==> src/rtl/tok_lsq_matcher.sv <==
module tok_lsq_matcher #(
  parameter int DEPTH  = 8,
  parameter int AW     = 32,
  parameter int DW     = 64,
  parameter int WORD_B = 3,
  parameter int LINE_B = 6
) (
  input  logic          clk,
  input  logic          rst_n,
  input  logic          enq_valid,
  input  logic [1:0]    enq_op,
  input  logic [AW-1:0] enq_addr,
  input  logic [DW-1:0] enq_data,
  output logic          enq_ready,
  input  logic          ld_valid,
  input  logic [AW-1:0] ld_addr,
  output logic          ld_fwd_valid,
  output logic [DW-1:0] ld_fwd_data,
  output logic          ld_violation,
  output logic          ld_stall,
  output logic          mem_valid,
  input  logic          mem_ready,
  output logic [1:0]    mem_op,
  output logic [AW-1:0] mem_addr,
  output logic [DW-1:0] mem_data,
  output logic          mem_token
);
  localparam int PW = $clog2(DEPTH);
  localparam int CW = $clog2(DEPTH + 1);
  localparam logic [1:0] OP_ST = 2'd0, OP_ARM = 2'd1, OP_DIS = 2'd2;
  localparam logic [AW-1:0] SPAN = AW'((1 << WORD_B) - 1);

  logic [1:0]    e_op   [DEPTH];
  logic [AW-1:0] e_addr [DEPTH];
  logic [DW-1:0] e_data [DEPTH];
  logic [PW-1:0] head, tail;
  logic [CW-1:0] count;

  wire push = enq_valid && enq_ready;
  wire pop  = mem_valid && mem_ready;

  assign enq_ready = count != CW'(DEPTH);
  assign mem_valid = count != '0;
  assign mem_op    = e_op[head];
  assign mem_addr  = e_addr[head];
  assign mem_token = e_op[head] != OP_ST;
  assign mem_data  = mem_token ? '0 : e_data[head];

  always_ff @(posedge clk) begin
    if (!rst_n) begin
      head  <= '0;
      tail  <= '0;
      count <= '0;
    end else begin
      if (push) begin
        e_op[tail]   <= enq_op;
        e_addr[tail] <= enq_addr;
        if (enq_op == OP_ST) e_data[tail] <= enq_data;
        tail <= tail + 1'b1;
      end
      if (pop) head <= head + 1'b1;
      count <= count + CW'(push) - CW'(pop);
    end
  end

  wire [AW-1:0] ld_last = ld_addr + SPAN;
  wire [AW-WORD_B-1:0] w0 = ld_addr[AW-1:WORD_B];
  wire [AW-WORD_B-1:0] w1 = ld_last[AW-1:WORD_B];
  wire [AW-LINE_B-1:0] l0 = ld_addr[AW-1:LINE_B];
  wire [AW-LINE_B-1:0] l1 = ld_last[AW-1:LINE_B];
  wire aligned = ld_addr[WORD_B-1:0] == '0;

  logic [DEPTH-1:0] st_hit, st_exact, tok_hit;
  for (genvar g = 0; g < DEPTH; g++) begin : g_cmp
    wire [AW-WORD_B-1:0] ew = e_addr[g][AW-1:WORD_B];
    wire [AW-LINE_B-1:0] el = e_addr[g][AW-1:LINE_B];
    assign st_hit[g]   = (e_op[g] == OP_ST) && (ew == w0 || ew == w1);
    assign st_exact[g] = (e_op[g] == OP_ST) && aligned && ew == w0;
    assign tok_hit[g]  = (e_op[g] != OP_ST) && (el == l0 || el == l1);
  end

  logic          win;
  logic [PW-1:0] win_idx;
  always_comb begin
    win     = 1'b0;
    win_idx = head;
    for (int i = 0; i < DEPTH; i++) begin
      if (CW'(i) < count) begin
        if (st_hit[head + PW'(i)] || tok_hit[head + PW'(i)]) begin
          win     = 1'b1;
          win_idx = head + PW'(i);
        end
      end
    end
  end

  wire hit = ld_valid && win;
  assign ld_fwd_valid = hit && st_exact[win_idx];
  assign ld_fwd_data  = ld_fwd_valid ? e_data[win_idx] : '0;
  assign ld_stall     = hit && st_hit[win_idx] && !st_exact[win_idx];
  assign ld_violation = hit && tok_hit[win_idx] && e_op[win_idx] == OP_ARM;

  a_r2_no_overflow: assert property (@(posedge clk) disable iff (!rst_n)
    count <= CW'(DEPTH));
  a_r2_full_blocks: assert property (@(posedge clk) disable iff (!rst_n)
    (!enq_ready && !pop) |=> count == $past(count));
  a_r3_pop_count: assert property (@(posedge clk) disable iff (!rst_n)
    (pop && !push) |=> count == $past(count) - 1'b1);
  a_r3_hold: assert property (@(posedge clk) disable iff (!rst_n)
    (mem_valid && !mem_ready) |=> mem_valid && $stable(mem_addr) && $stable(mem_op));
  a_r4_token_no_data: assert property (@(posedge clk) disable iff (!rst_n)
    (mem_valid && mem_token) |-> mem_data == '0);
  a_r8_viol_exclusive: assert property (@(posedge clk) disable iff (!rst_n)
    ld_violation |-> !ld_fwd_valid && !ld_stall);
  a_r11_idle_load: assert property (@(posedge clk) disable iff (!rst_n)
    (!ld_valid || !mem_valid) |-> !ld_fwd_valid && !ld_violation && !ld_stall);
endmodule

==> config.mk <==
export PLATFORM = sky130hd
export DESIGN_NAME = tok_lsq_matcher
export DESIGN_NICKNAME = d
export VERILOG_FILES = /design/src/rtl/tok_lsq_matcher.sv
export SDC_FILE = /design/constraint.sdc
export NUM_CORES = 1
export LEC_CHECK = 0
export ABC_CLOCK_PERIOD_IN_PS = 6850
export BUFFER_PORTS_ARGS = -buffer_cell sky130_fd_sc_hd__buf_2
export CAP_MARGIN = 25
export CORE_AREA = 3 3 342 344
export CTS_CLUSTER_SIZE = 14
export DETAILED_ROUTE_END_ITERATION = 10
export DIE_AREA = 0 0 345 347
export HOLD_SLACK_MARGIN = 0.1
export PLACE_DENSITY = 0.55
export SETUP_SLACK_MARGIN = 0.05
export SYNTH_ARGS = -nofsm -noshare
export SYNTH_HDL_FRONTEND = slang
export SYNTH_SLANG_ARGS = --single-unit
==> constraint.sdc <==
create_clock -name clk -period 6.85 [get_ports clk]
set_clock_uncertainty 0.2 [all_clocks]
set_input_delay 0.3425 -clock clk [delete_from_list [all_inputs] [get_ports clk]]
set_output_delay 0.3425 -clock clk [all_outputs]
set_load 0.05 [all_outputs]
# == Word level (Yosys, flattened, before mapping) ==
# Memory sizes are Yosys's and may differ from the RTL's. A register that Yosys moved wholly into a read port is not among the register bits.
# Cells that the tools add are included.
# word_totals
regBits,10
ramBits,784
mem_count,3
inputBits,135
mem_bits_ro,0
word_cells,236
output_inout_bits,168
latch_bits,0
# op_classes
n_reduce_logical,85
div_mod_pow,0
bitwise_logic,0
n_mul,0
addsub,11
mux,83
shifts,0
order_cmp,17
eq_ne,34
# mem_list
memory,words,width,read_ports,rd_clocked_by_memory_dff,wr,line_no,source
e_data,8,64,2,1,1,35,logic [DW-1:0] e_data [DEPTH];
e_addr,8,32,9,1,1,34,logic [AW-1:0] e_addr [DEPTH];
e_op,8,2,10,1,1,33,logic [1:0] e_op [DEPTH];
# ops
operator,n
$eq 29x29->1,16
$eq 26x26->1,16
$mux 64,2
$mux 3,20
$bmux 1 s3,19
$mux 1,42
$logic_and 1x1->1,40
$lt 3x4->1 const B,9
$add 32x3->32 const B,1
$logic_or 1x1->1,24
$logic_not 2->1,9
$reduce_bool 2->1,9
$lt 3x4->1 const A,4
$add 3x3->3 const B,4
$lt 1x4->1 const A,2
$lt 2x4->1 const A,2
$add 3x1->3 const B,2
$add 3x2->3 const B,2
$add 4x1->4,1
$ne 4x4->1 const B,1
$reduce_bool 4->1,1
$sub 4x1->4,1
$logic_not 3->1,1
$eq 2x1->1 const B,1
$logic_not 1->1,1

# == Longest topological paths before layout ==
# logic_depth
word_depth,26
mapped_depth,24
depth_no_buf,17

# == Least setup slack after synthesis ==
# OpenSTA, ideal clock, no wires.
# synth_path
path_type,input to output
from,in ld_addr[5]
to,out ld_fwd_data[54]
required_ps,6307
cell_stages,20
path_buffers,3
slack_ps,-601
t_arrival_ps,6908
cell_sequence,clkbuf_1 > nand2_1 > or4_1 > clkbuf_1 > nor4_1 > xnor2_1 > xnor2_1 > or4_1 > nor4_2 > a22oi_1 > mux2_2 > mux4_2 > nor2b_1 > a32oi_1 > o221ai_4 > mux2_1 > mux2i_1 > a22oi_1 > clkbuf_1 > nor4_1
# synth_via
elab_chain_len,26
elab_cells_between_ends,141
# synth_lines
item,line_no,source
"start, declared",16,"input logic [AW-1:0] ld_addr,"
branches (longest 25 deep; another with $add 32x3->32),n/a,
$mux 64 (*),99,assign ld_fwd_data = ld_fwd_valid ? e_data[win_idx] : '0;
"end, declared",18,"output logic [DW-1:0] ld_fwd_data,"
# Mark *: on every way between the ends. The select of a mux whose other input is x is not followed.

# == Worst setup path after layout ==
# layout_path
from,in ld_addr[14]
to,out ld_fwd_data[8]
# Same word-level chain as after synthesis.

==> results.yml <==
outcome:
  status: "complete, but fails checks"
  violations: "setup timing"
clocking:
  path_clk_slew_ns: 0.06
  clockBufferDepth: 3
  root_buffer: "clkbuf_16"
  cts_sinks: 797
  cts_made_buffers: 90
  cts_tree: "done"
  htree_levels: 3
  insertion_delay_ns: 0.71
yosys:
  synth-edff-count: 784
  synth_area_sq_um: 45500
  async_flop_share: 0
  synthTopCellsByArea: "edfxtp_1 52%, mux4_2 9.9%, mux2i_1 7.5%"
  yosysSeqAreaShare: 0.523
  ys_ff_latch: 797
  syn_nets: 3536
  synth_top_cell_area_share: 0.518
  synth_largest_area_cell: "edfxtp_1"
  ys_warn_count: 0
  synth_cell_types: 98
  avgSynthCellArea_sq_um: 13.4
  ys.flop_type: "edfxtp_1"
  synthCells: 3390
die:
  die_w_um: 345
  rows: 124
  ios: 303
  die_y_um: 347
  initial_core_util: 0.398
  dieArea_sq_um: 120000
  core-area_sq_um: 114000
worst_setup_path:
  reg2reg_from: "count[1]$_SDFF_PN0_"
  crit_arrival_ns: 6.35
  ff2ff_path_depth: 7
  cp_slowest_cell: "or4_1"
  critical_path_class: "primary input to output port"
  crit_start: "ld_addr[14]"
  critPathMaxStageDelay_ns: 0.64
  critPathCapture: "ld_fwd_data[8]"
  cpLargestDelayFamily: "simple AND/OR/NAND/NOR gates"
  startpoint_type: "primary input"
  critPathBufInv: 11
  crit_top_cell: "buf_4"
  critical_path_depth: 28
  cp_data_required_time_ns: 6.31
  r2r-end: "e_data[6][59]$_DFFE_PP_"
  setup.worst_path.end_class: "output port"
  reg2reg_slack_ns: 2.93
  crit_fanout: 7
timing:
  post-route-period-util: 1.01
  setup_viol: 11
  final-max-slew-violation-count: 0
  max_slew_margin: 0.331
  fmax_mhz: 145
  rsz0062_at_grt: "yes"
  worst_slew_pin_slew_ns: 1.00
  period_needed_ns: 6.89
  setup_ws_ns: -0.0388
  finalHoldViolCount: 0
finish:
  final_common_cell: "edfxtp_1"
  area_growth_pct: 30.8
  final_layout_size_suffix_gt1_frac: 0.354
  mostFrequentLayoutCells: "784 x edfxtp_1, 564 x buf_4, 334 x mux2i_1"
  final_cells: 5877
  nNetsFinal: 4431
  fin_area_sq_um: 59500
  final_util: 0.521
route:
  postRouteAntennaNets: 0
  wirelength_um: 198000
  drcViolationCount: 0
  avgViaCountPerCell: 6.09
  dr.pass1.iters: 5
  routedWlPerCell_um: 33.8
  route.vias.total: 35794
  drtIter0Drc: 3323
placed_design:
  placedCellCount: 5562
  dpl_worst_slack_ns: -0.745
  dpl.hpwl_um: 144000
  portBuffers: 302
  gp_congestion: 1.06
  post_dp_cell_area_sq_um: 53400
global_route:
  grt_max_degree: 126
  track_usage: 0.323
  antenna_found_initial: 17
  grt_pass1_wl_um: 277000
  grt_overflow: 0
  grt_pass1_vias: 36123
power:
  max-vdd-ir-drop_mv: 0.394
  p_leak_nw: 21.2
  p_per_area_nw_per_um2: 399
job:
  drv_cap: 0
worst_hold_path:
  hold_class: "primary input to flip-flop"
==> layout make-up <==
cell class              instances  area (sq um)
fillers                      9938         54700
flip-flops and latches        797         23800
multi-input cells            2311         22000
repair buffers               1046          8780
clock buffers                 113          2340
well taps                    1512          1890
clock inverters                52           495
inverters                      39           146
diodes                          7          17.5
==> power by group <==
group / leakage (nW) / total [mW] / switching [mW] / internal [mW]
logic: 12.6 / 13.4 / 7.48 / 5.93
registers: 7.17 / 5.66 / 0.191 / 5.47
clock network: 1.37 / 4.68 / 2.05 / 2.63
total: 21.2 / 23.7 / 9.72 / 14.0
==> registers in the layout (all words and copies together) (netlist names), named ones only <==
register  count
e_op         16
e_data      512
head          3
e_addr      256
count         4
tail          3
==> worst reg2reg max path, stage by stage, from the launching register on <==
cell and delay (ns):
dfxtp_1 0.47, nor2_1 0.12, nand2_1 0.10, and2_1 0.30
nand3b_1 0.39, or3_1 0.62, nor2_4 0.64, buf_4 0.64
==> repair_timing <==
item | CTS | global route
endpoints found under the hold margin | 797 | 0
pin swaps | 38 | 33
buffers inserted | 19 | 15
gates resized for setup | 244 | 112
setup endpoints to repair | 67 | 67
cloned | 5 | 4
hold buffers | 102 | 0
==> Yosys cell counts (all sizes together) (11+ instances only) <==
cell type and count:
a2111oi 14, a211oi 18, a21oi 53, a22o 133
and2 21, and3 22, buf 122, clkbuf 121
dfxtp 13, edfxtp 784, inv 36, mux2 43
mux2i 339, mux4 199, nand2 122, nand2b 43
nand3 74, nand3b 13, nand4 71, nor2 184
nor2b 23, nor3 78, nor4 115, o2111ai 14
o211ai 13, o21ai 87, o221ai 11, o22ai 21
or3 20, or4 29, xnor2 259, xor2 111
==> cell families (layout without fill, tap and decap cells) <==
kind of cell    after synthesis  count (layout)  synth area share
buf+inv                     282            1250            0.0268
xor+xnor                    375             375            0.0739
simple gates                861             861             0.109
flops                       797             797             0.523
compound gates              482             482            0.0797
mux                         581             581             0.184
fa+ha+maj                    12              12           0.00341
other cells                   0               7                 0
==> worst min path at each step <==
| stage | startpoint | to | slack [ns] | cells past startpoint |
|---|---|---|---|---|
| finish | enq_data[44] | e_data[7][44]$_DFFE_PP_ | 0.23 | 2 |
| global placement | tail[0]$_SDFFE_PN0P_ | tail[0]$_SDFFE_PN0P_ | 0.36 | 2 |
| floorplan | enq_addr[0] | e_addr[0][0]$_DFFE_PP_ | 0.24 | 0 |
| CTS | enq_data[44] | e_data[5][44]$_DFFE_PP_ | 0.19 | 2 |
| global route | enq_data[44] | e_data[5][44]$_DFFE_PP_ | 0.23 | 2 |
| detailed placement | tail[0]$_SDFFE_PN0P_ | tail[0]$_SDFFE_PN0P_ | 0.37 | 2 |
==> stage by stage <==
| stage | total power [mW] | hold slack, ns | TNS (ns) |
|---|---|---|---|
| 5_1_grt | 24.7 | 0.227 | -8.95 |
| 3_3_place_gp | 17.9 | 0.358 | -40.63 |
| 3_5_place_dp | 17.9 | 0.366 | -41.89 |
| 2_1_floorplan | 13.5 | 0.241 | -8.09 |
| 6_report | 23.7 | 0.234 | -0.144 |
| 4_1_cts | 23.5 | 0.192 | -0.0602 |
==> routing by layer <==
| metal | GRT usage | up-vias | wire length [um] |
|---|---|---|---|
| met4 | 0.162 | 10 | 12300 |
| met3 | 0.0535 | 411 | 13700 |
| met1 | 0.418 | 18480 | 78800 |
| li1 | - | 15261 | - |
| met5 | 0 | - | 71 |
| met2 | 0.527 | 1632 | 93600 |
No activity file was read; power rests on OpenSTA's default activity.
